**src/rtl/vacc_pkg.sv**
```systemverilog
package vacc_pkg;

  localparam int CNT_W = 10;
  localparam int SB_W = 5;
  localparam logic [SB_W-1:0] SBOX_XOR = 5'h0B;
  localparam logic [SB_W-1:0] GF_RED = 5'b00101;

  function automatic logic [SB_W-1:0] gf5_mul(input logic [SB_W-1:0] a,
                                              input logic [SB_W-1:0] b);
    logic [SB_W-1:0] acc;
    logic [SB_W-1:0] sh;
    acc = '0;
    sh = a;
    for (int k = 0; k < SB_W; k++) begin
      if (b[k]) acc = acc ^ sh;
      sh = {sh[SB_W-2:0], 1'b0} ^ (sh[SB_W-1] ? GF_RED : '0);
    end
    return acc;
  endfunction

  function automatic logic [SB_W-1:0] sbox5(input logic [SB_W-1:0] x);
    return gf5_mul(gf5_mul(x, x), x) ^ SBOX_XOR;
  endfunction

  function automatic logic nl4(input logic a, input logic b,
                               input logic c, input logic d);
    return (a & b) ^ (c & d);
  endfunction

endpackage

```
**src/rtl/vacc_low_layer.sv**
```systemverilog
module vacc_low_layer
  import vacc_pkg::*;
(
  input  logic             clk,
  input  logic             rst_n,
  input  logic [CNT_W-1:0] s_low,
  input  logic [CNT_W-1:0] word,
  output logic [CNT_W-1:0] t_low
);

  assign t_low[SB_W-1:0] = sbox5(s_low[SB_W-1:0]) ^ word[SB_W-1:0];

  for (genvar i = SB_W; i < CNT_W; i++) begin : g_mid
    assign t_low[i] = s_low[i] ^ word[i] ^
                      nl4(s_low[i-1], s_low[i-2], s_low[i-3], s_low[i-4]);
  end

  AST_SBOX_ORIGIN: assert property (@(posedge clk) disable iff (!rst_n)
    (s_low[SB_W-1:0] == '0) |-> ((t_low[SB_W-1:0] ^ word[SB_W-1:0]) == SBOX_XOR));

endmodule

```
**src/rtl/vacc_high_layer.sv**
```systemverilog
module vacc_high_layer
  import vacc_pkg::*;
#(
  parameter int W    = 32,
  parameter int CT_W = 8
) (
  input  logic [W-1:SB_W]  s_up,
  input  logic [CT_W-1:0]  ct,
  input  logic             fb_en,
  output logic [W-1:CNT_W] t_high
);

  localparam int FB_LO = W - CT_W;

  logic [CT_W-1:0] fb;
  assign fb = fb_en ? ct : '0;

  for (genvar i = CNT_W; i < W; i++) begin : g_bit
    logic core;
    assign core = s_up[i] ^ nl4(s_up[i-1], s_up[i-2], s_up[i-3], s_up[i-4]) ^ s_up[i-5];
    if (i >= FB_LO) begin : g_fb
      assign t_high[i] = core ^ fb[i-FB_LO];
    end else begin : g_plain
      assign t_high[i] = core;
    end
  end

endmodule

```
**src/rtl/vacc_permute.sv**
```systemverilog
module vacc_permute #(
  parameter int W        = 32,
  parameter int PERM_MUL = 13,
  parameter int PERM_ADD = 7
) (
  input  logic [W-1:0] t_in,
  output logic [W-1:0] p_out
);

  for (genvar i = 0; i < W; i++) begin : g_wire
    localparam int DST = (PERM_MUL * i + PERM_ADD) % W;
    assign p_out[DST] = t_in[i];
  end

endmodule

```
**src/rtl/vacc_accum.sv**
```systemverilog
module vacc_accum
  import vacc_pkg::*;
#(
  parameter int          W        = 32,
  parameter int          CT_W     = 8,
  parameter int          PERM_MUL = 13,
  parameter int          PERM_ADD = 7,
  parameter logic [W-1:0] INIT    = 'h6A09E667
) (
  input  logic             clk,
  input  logic             rst_n,
  input  logic             in_valid,
  output logic             in_ready,
  input  logic [CNT_W-1:0] in_word,
  input  logic [CT_W-1:0]  ct_bits,
  input  logic             auth_mode,
  output logic [W-1:0]     state_o
);

  logic [W-1:0] state_q;
  logic         ready_q;
  logic [W-1:0] t_all;
  logic [W-1:0] p_all;
  logic         accept;

  assign accept   = in_valid & ready_q;
  assign in_ready = ready_q;
  assign state_o  = state_q;

  vacc_low_layer u_low (
    .clk   (clk),
    .rst_n (rst_n),
    .s_low (state_q[CNT_W-1:0]),
    .word  (in_word),
    .t_low (t_all[CNT_W-1:0])
  );

  vacc_high_layer #(.W(W), .CT_W(CT_W)) u_high (
    .s_up   (state_q[W-1:SB_W]),
    .ct     (ct_bits),
    .fb_en  (auth_mode),
    .t_high (t_all[W-1:CNT_W])
  );

  vacc_permute #(.W(W), .PERM_MUL(PERM_MUL), .PERM_ADD(PERM_ADD)) u_perm (
    .t_in  (t_all),
    .p_out (p_all)
  );

  always_ff @(posedge clk or negedge rst_n) begin
    if (!rst_n) begin
      state_q <= INIT;
      ready_q <= 1'b0;
    end else begin
      ready_q <= 1'b1;
      if (accept) state_q <= p_all;
    end
  end

  AST_IDLE_HOLD: assert property (@(posedge clk) disable iff (!rst_n)
    !(in_valid && in_ready) |=> $stable(state_o));

  AST_MOVE_NEEDS_ACCEPT: assert property (@(posedge clk) disable iff (!rst_n)
    !$stable(state_o) |-> $past(in_valid && in_ready));

  AST_READY_STAYS: assert property (@(posedge clk) disable iff (!rst_n)
    in_ready |=> in_ready);

  AST_PERM_WEIGHT: assert property (@(posedge clk) disable iff (!rst_n)
    $countones(t_all) == $countones(p_all));

endmodule

```
**config.mk**
```make
export PLATFORM = sky130hd
export DESIGN_NAME = vacc_accum
export DESIGN_NICKNAME = d
export VERILOG_FILES = /design/src/rtl/vacc_pkg.sv /design/src/rtl/vacc_low_layer.sv /design/src/rtl/vacc_high_layer.sv /design/src/rtl/vacc_permute.sv /design/src/rtl/vacc_accum.sv
export SDC_FILE = /design/constraint.sdc
export NUM_CORES = 1
export LEC_CHECK = 0
export BUFFER_PORTS_ARGS = -buffer_cell sky130_fd_sc_hd__buf_4
export CAP_MARGIN = 40
export CORE_UTILIZATION = 40
export CTS_CLUSTER_DIAMETER = 200
export DETAILED_ROUTE_END_ITERATION = 16
export SETUP_SLACK_MARGIN = 0.3
export SYNTH_ARGS = -nofsm -noshare
export SYNTH_HDL_FRONTEND = slang
export SYNTH_SLANG_ARGS = --single-unit
```
**constraint.sdc**
```tcl
create_clock -name clk -period 3.18 [get_ports clk]
set_input_delay 0.477 -clock clk [delete_from_list [all_inputs] [get_ports clk]]
set_output_delay 0.477 -clock clk [all_outputs]
set_load 0.01 [all_outputs]
```
# Word level (Yosys, flattened, before mapping)
# Cells that the tools add are included.
# Widths: inputs -> output; s select.
[word_totals]
reg_bits = 33
input_bits = 22
output_inout_bits = 33
elab_cells = 158
[classes]
n_mux = 19
bitwise = 137
[op_table]
columns = ["op", "count"]
rows = [
  ["$xor 1x1->1", 89],
  ["$xor 5x5->5", 17],
  ["$mux 5", 10],
  ["$and 1x1->1", 30],
  ["$mux 3", 8],
  ["$mux 8", 1],
  ["$not 3->3", 1],
]

# Logic depth before layout (Yosys ltp)
[depth]
depth_word = 22
ltp_mapped = 9

# Cells and area by module
# Synthesis repeated with hierarchy kept, for this count alone.
[unflattened]
hier_cells = 369
area_unflattened_um2 = 3550.9
[by_module_without_submodules]
columns = ["mod", "instances", "cells_each", "area_each_um2"]
rows = [
  ["vacc_accum", 1, 70, 1393.8],
  ["vacc_low_layer", 1, 146, 1038.5],
  ["vacc_high_layer", 1, 121, 878.3],
  ["vacc_permute", 1, 32, 240.2],
]

# Least setup slack after synthesis
# No wires, ideal clock.
[synth_timing]
kind = "flip-flop to flip-flop"
start = "reg state_q[0] (netlist: state_o[0])"
end = "reg state_q[1] (netlist: state_o[1])"
setup_time_ns = 0.065
arrival_time_ns = 2.478
slack_ns = 0.637
path_stages_with_launch = 9
path_buffers = 1
path_cell_list = "dfstp_2 -> ha_1 -> buf_4 -> xor3_1 -> and3_1 -> or2_2 -> xnor2_1 -> a2111oi_0 -> nand3b_1"
[synth_via]
elab_chain_cells = 20
[synth_lines]
columns = ["element", "line_no", "rtl"]
rows = [
  ["from (decl)", "vacc_accum.sv:20", "logic [W-1:0] state_q;"],
  ["from (signal assigned)", "vacc_accum.sv:56", "if (accept) state_q <= p_all;"],
  ["$mux 5", "vacc_pkg.sv:15", "if (b[k]) acc = acc ^ sh;"],
  ["$xor 5x5->5", "vacc_pkg.sv:15", ""],
  ["$mux 5", "vacc_pkg.sv:15", ""],
  ["$xor 5x5->5", "vacc_pkg.sv:15", ""],
  ["$mux 5", "vacc_pkg.sv:15", ""],
  ["$xor 5x5->5", "vacc_pkg.sv:15", ""],
  ["$mux 5", "vacc_pkg.sv:15", ""],
  ["$xor 5x5->5", "vacc_pkg.sv:15", ""],
  ["[4 not listed]", "-", ""],
  ["$mux 5", "vacc_pkg.sv:15", ""],
  ["$xor 5x5->5", "vacc_pkg.sv:15", ""],
  ["$mux 5", "vacc_pkg.sv:15", ""],
  ["$xor 5x5->5", "vacc_pkg.sv:15", ""],
  ["$mux 5", "vacc_pkg.sv:15", ""],
  ["$xor 5x5->5", "vacc_pkg.sv:15", ""],
  ["$mux 5 (*)", "vacc_pkg.sv:15", ""],
  ["$xor 5x5->5 (*)", "vacc_low_layer.sv:11", "assign t_low[SB_W-1:0] = sbox5(s_low[SB_W-1:0]) ^ word[SB_W-1:0];"],
]
# Every way passes the cells marked *; elsewhere a longest branch is shown, timed or not.
# A chain may end at the register's enable or synchronous reset.

# Final worst setup path
[layout_timing]
start = "reg state_q[3] (netlist: state_o[3])"
end = "reg state_q[1] (netlist: state_o[1])"
[layout_via]
elab_chain_cells = 20
[layout_lines]
columns = ["element", "line_no", "rtl"]
rows = [
  ["$xor 5x5->5", "vacc_pkg.sv:16", "sh = {sh[SB_W-2:0], 1'b0} ^ (sh[SB_W-1] ? GF_RED : '0);"],
  ["$xor 5x5->5", "vacc_pkg.sv:15", ""],
  ["$mux 5", "vacc_pkg.sv:15", ""],
  ["$xor 5x5->5", "vacc_pkg.sv:15", ""],
  ["$mux 5", "vacc_pkg.sv:15", ""],
  ["$xor 5x5->5", "vacc_pkg.sv:15", ""],
  ["$mux 5", "vacc_pkg.sv:15", ""],
  ["$xor 5x5->5", "vacc_pkg.sv:15", ""],
  ["[4 not listed]", "-", ""],
  ["$mux 5", "vacc_pkg.sv:15", ""],
  ["$xor 5x5->5", "vacc_pkg.sv:15", ""],
  ["$mux 5", "vacc_pkg.sv:15", ""],
  ["$xor 5x5->5", "vacc_pkg.sv:15", ""],
  ["$mux 5", "vacc_pkg.sv:15", ""],
  ["$xor 5x5->5", "vacc_pkg.sv:15", ""],
  ["$mux 5 (*)", "vacc_pkg.sv:15", ""],
  ["$xor 5x5->5 (*)", "vacc_low_layer.sv:11", ""],
]
# Marks and branches as above.

==> flow_summary_export.csv <==
group,metric,value,unit
timing,rsz0062_at_grt,"no",
global_route,grt_max_degree,41,
power_and_ir_drop,power.share.clock,6.2,%
clock_network,h-tree-depth,2,
job,maxCapViolations,0,
global_route,grt_pass1_vias,2326,
die,die-area,0.00773,sq mm
placed_design,io_buffers,54,
die,fp-row-count,30,
finish,fin_util,50.3,%
timing,setup_viol,0,
route,viasPerCell,4.97,
route,drtIter0Drc,102,
placed_design,pre_cts_ws,0.613,ns
die,ios,55,
timing,final.period_utilization,82.0,%
route,postRouteAntennaNets,0,
critical_path,worstPathRequired,3.41,ns
critical_path,worstSetupEndpointType,"register",
power_and_ir_drop,pwr-share-seq,23.0,%
route,wl,7.17,mm
clock_network,ctsLongestPathBuffers,2,
finish,layout.nets,420,
clock_network,cts_tree,"yes",
global_route,grt_use_total,19.7,%
power_and_ir_drop,p_switching,2.27,mW
timing,maxSlewHeadroom,64.7,%
route,vias,2446,
yosys,synth.area.top_cells,"xnor2_1 30%, dfrtp_1 14%, dfstp_2 14%, nand2_1 9.7%, o21ai_0 5.1%",
clock_network,cts_sinks,33,
yosys,yosysWarnings,0,
yosys,synthDistinctLibCells,46,
yosys,ys.flop_type,"dfrtp_1",
power_and_ir_drop,finalPower,4.93,mW
timing,timing.final.ws_setup,0.572,ns
power_and_ir_drop,max-vdd-ir-drop,477,uV
route,drc,0,
yosys,synth-edff-count,0,
timing,finalMaxSlewViolations,0,
global_route,overflow,0,
route,wl_per_cell,14.6,microns
yosys,yosysTopAreaCellShare,29.7,%
yosys,yosys.area.top_type,"xnor2_1",
die,initial_core_util,42.5,%
yosys,netlist_area,0.00295,sq mm
placed_design,gp_congestion,0.858,
timing,setup_tns,0,ns
global_route,grt_pass1_wl,11.6,mm
die,core,0.00694,sq mm
critical_path,worstPathArrival,2.84,ns
route,drtPass1Iterations,4,
clock_network,cts-buffers-inserted,5,
die,die_w,87.9,microns
global_route,antenna_found_initial,0,
finish,syn_to_final_growth,18.4,%
timing,finalHoldViolations,0,
yosys,ys_ff_latch,33,
yosys,async_flop_share,100,%
clock_network,cts_resized,0,
clock_network,cts_hold_buf,0,
clock_network,clk_pin_slew,0.07,ns
finish,drive_above_1_share,22.2,%
power_and_ir_drop,pwr-share-comb,70.8,%
power_and_ir_drop,p_int,2.65,mW
worst_hold_path,hp-class,"in2async",
yosys,synth_common_cells,"100 x xnor2_1, 76 x nand2_1, 30 x o21ai_0, 17 x dfrtp_1, 16 x dfstp_2",
critical_path,path_class,"reg2reg",
clock_network,clock_latency,0.29,ns
yosys,netlist_instances,352,
timing,finClkSkew,0.0129,ns
yosys,syn_nets,376,
power_and_ir_drop,swShare,46.2,%
yosys,yosysMostFrequentCell,"xnor2_1",
timing,fin_crit,2.61,ns
yosys,ys_seq_area_share,28.7,%
power_and_ir_drop,leakage,1.40,nW
power_and_ir_drop,p_per_area,1410,mW/mm^2
clock_network,clk_root_buffer_cell,"clkbuf_8",
status,status,"complete, no violations",
critical_path,worst_setup_path_start_kind,"register",
finish,diodes,0,
critical_path,crit_fanout,12,
timing,worstMarginPinSlew,0.529,ns
finish,final_area,0.00350,sq mm
timing,fmax,0.383,GHz
yosys,syn_area_per_cell,8.39,sq um
placed_design,place_area,0.00342,sq mm
die,die_y,87.9,microns
critical_path,rrSetupSlack,0.57,ns
clock_network,cts_setup_buffers,0,
placed_design,hpwl,5.21,mm
power by group through the flow:
stage | combinational (mW) | clock (mW) | sequential [mW]
floorplan | 2.72 | 0 | 1.04
global placement | 3.44 | 0 | 1.14
detailed placement | 3.49 | 0 | 1.14
CTS | 3.51 | 0.312 | 1.14
global route | 3.84 | 0.330 | 1.18
finish | 3.49 | 0.304 | 1.14
cells in the final DEF (no fill, tap or decap), types with 4 or more instances in the layout:
cell type and count:
clkbuf_8 5, nand2_1 76, a21oi_1 9, o21ai_0 30, nand3_1 4, buf_4 61
dfstp_2 16, and3_1 4, xnor2_1 100, inv_1 4, dfrtp_1 17, xor2_1 8
nor2_1 6, nand4_1 4, o211ai_1 5
logic make-up (layout without fill, tap and decap cells):
kind of cell	Yosys count	after routing	synth area share (%)
AOI/OAI and AO/OA	60	60	12.2
xor gates and xnor gates	114	114	36.2
adders and majority gates	2	2	0.848
buffers and inverters	28	72	4.28
DFF	33	33	28.7
muxes	2	2	0.678
other	1	1	0.127
and+or+nand+nor	112	112	17.0
layer usage:
| metal | vias up | GRT usage [%] | part of all wire, % |
|---|---|---|---|
| met1 | 1143 | 27.8 | 51 |
| met3 | 7 | 3.30 | 3.5 |
| li1 | 1251 | - | - |
| met4 | 0 | 6.56 | 1.1 |
| met5 | - | 0 | 0 |
| met2 | 45 | 30.5 | 45 |
flip-flops by register name, summed over array words and instances, names as in the netlist:
name and cells:
in_ready 1, state_o 32
worst max-delay path: stages (launching register included):
cell and delay [ns]:
dfrtp_1 0.39, ha_1 0.43, buf_4 0.23, nand2b_2 0.08, xnor3_1 0.35, a22o_1 0.25
a211o_1 0.27, a2111oi_0 0.37, nand3b_1 0.16
final timing paths:
kind                             start           to  cells past startpoint
max in group asynchronous        rst_n  state_o[14]                      1
hold reg to reg            state_o[27]  state_o[27]                      2
setup / recovery            state_o[3]   state_o[1]                      8
hold / removal                   rst_n  state_o[24]                      1
setup reg to reg            state_o[3]   state_o[1]                      8
min in group clk            in_word[3]  state_o[14]                      4
cell type report:
type	count	area [sq um]
fill	703	3450
multi-input combinational	291	1980
sequential	33	846
timing repair buffer	61	458
tap	96	120
clock buffer	6	72.6
inverter	4	15.0
clock inverter	1	5.00
per-stage QoR:
step           std cells  hold slack [ns]
3_5_place_dp         485            0.450
3_3_place_gp         485            0.454
5_1_grt              492            0.145
2_1_floorplan        352            0.181
4_1_cts              492            0.132
6_report             492            0.122
Note: power is estimated with default switching activity, not from simulation.
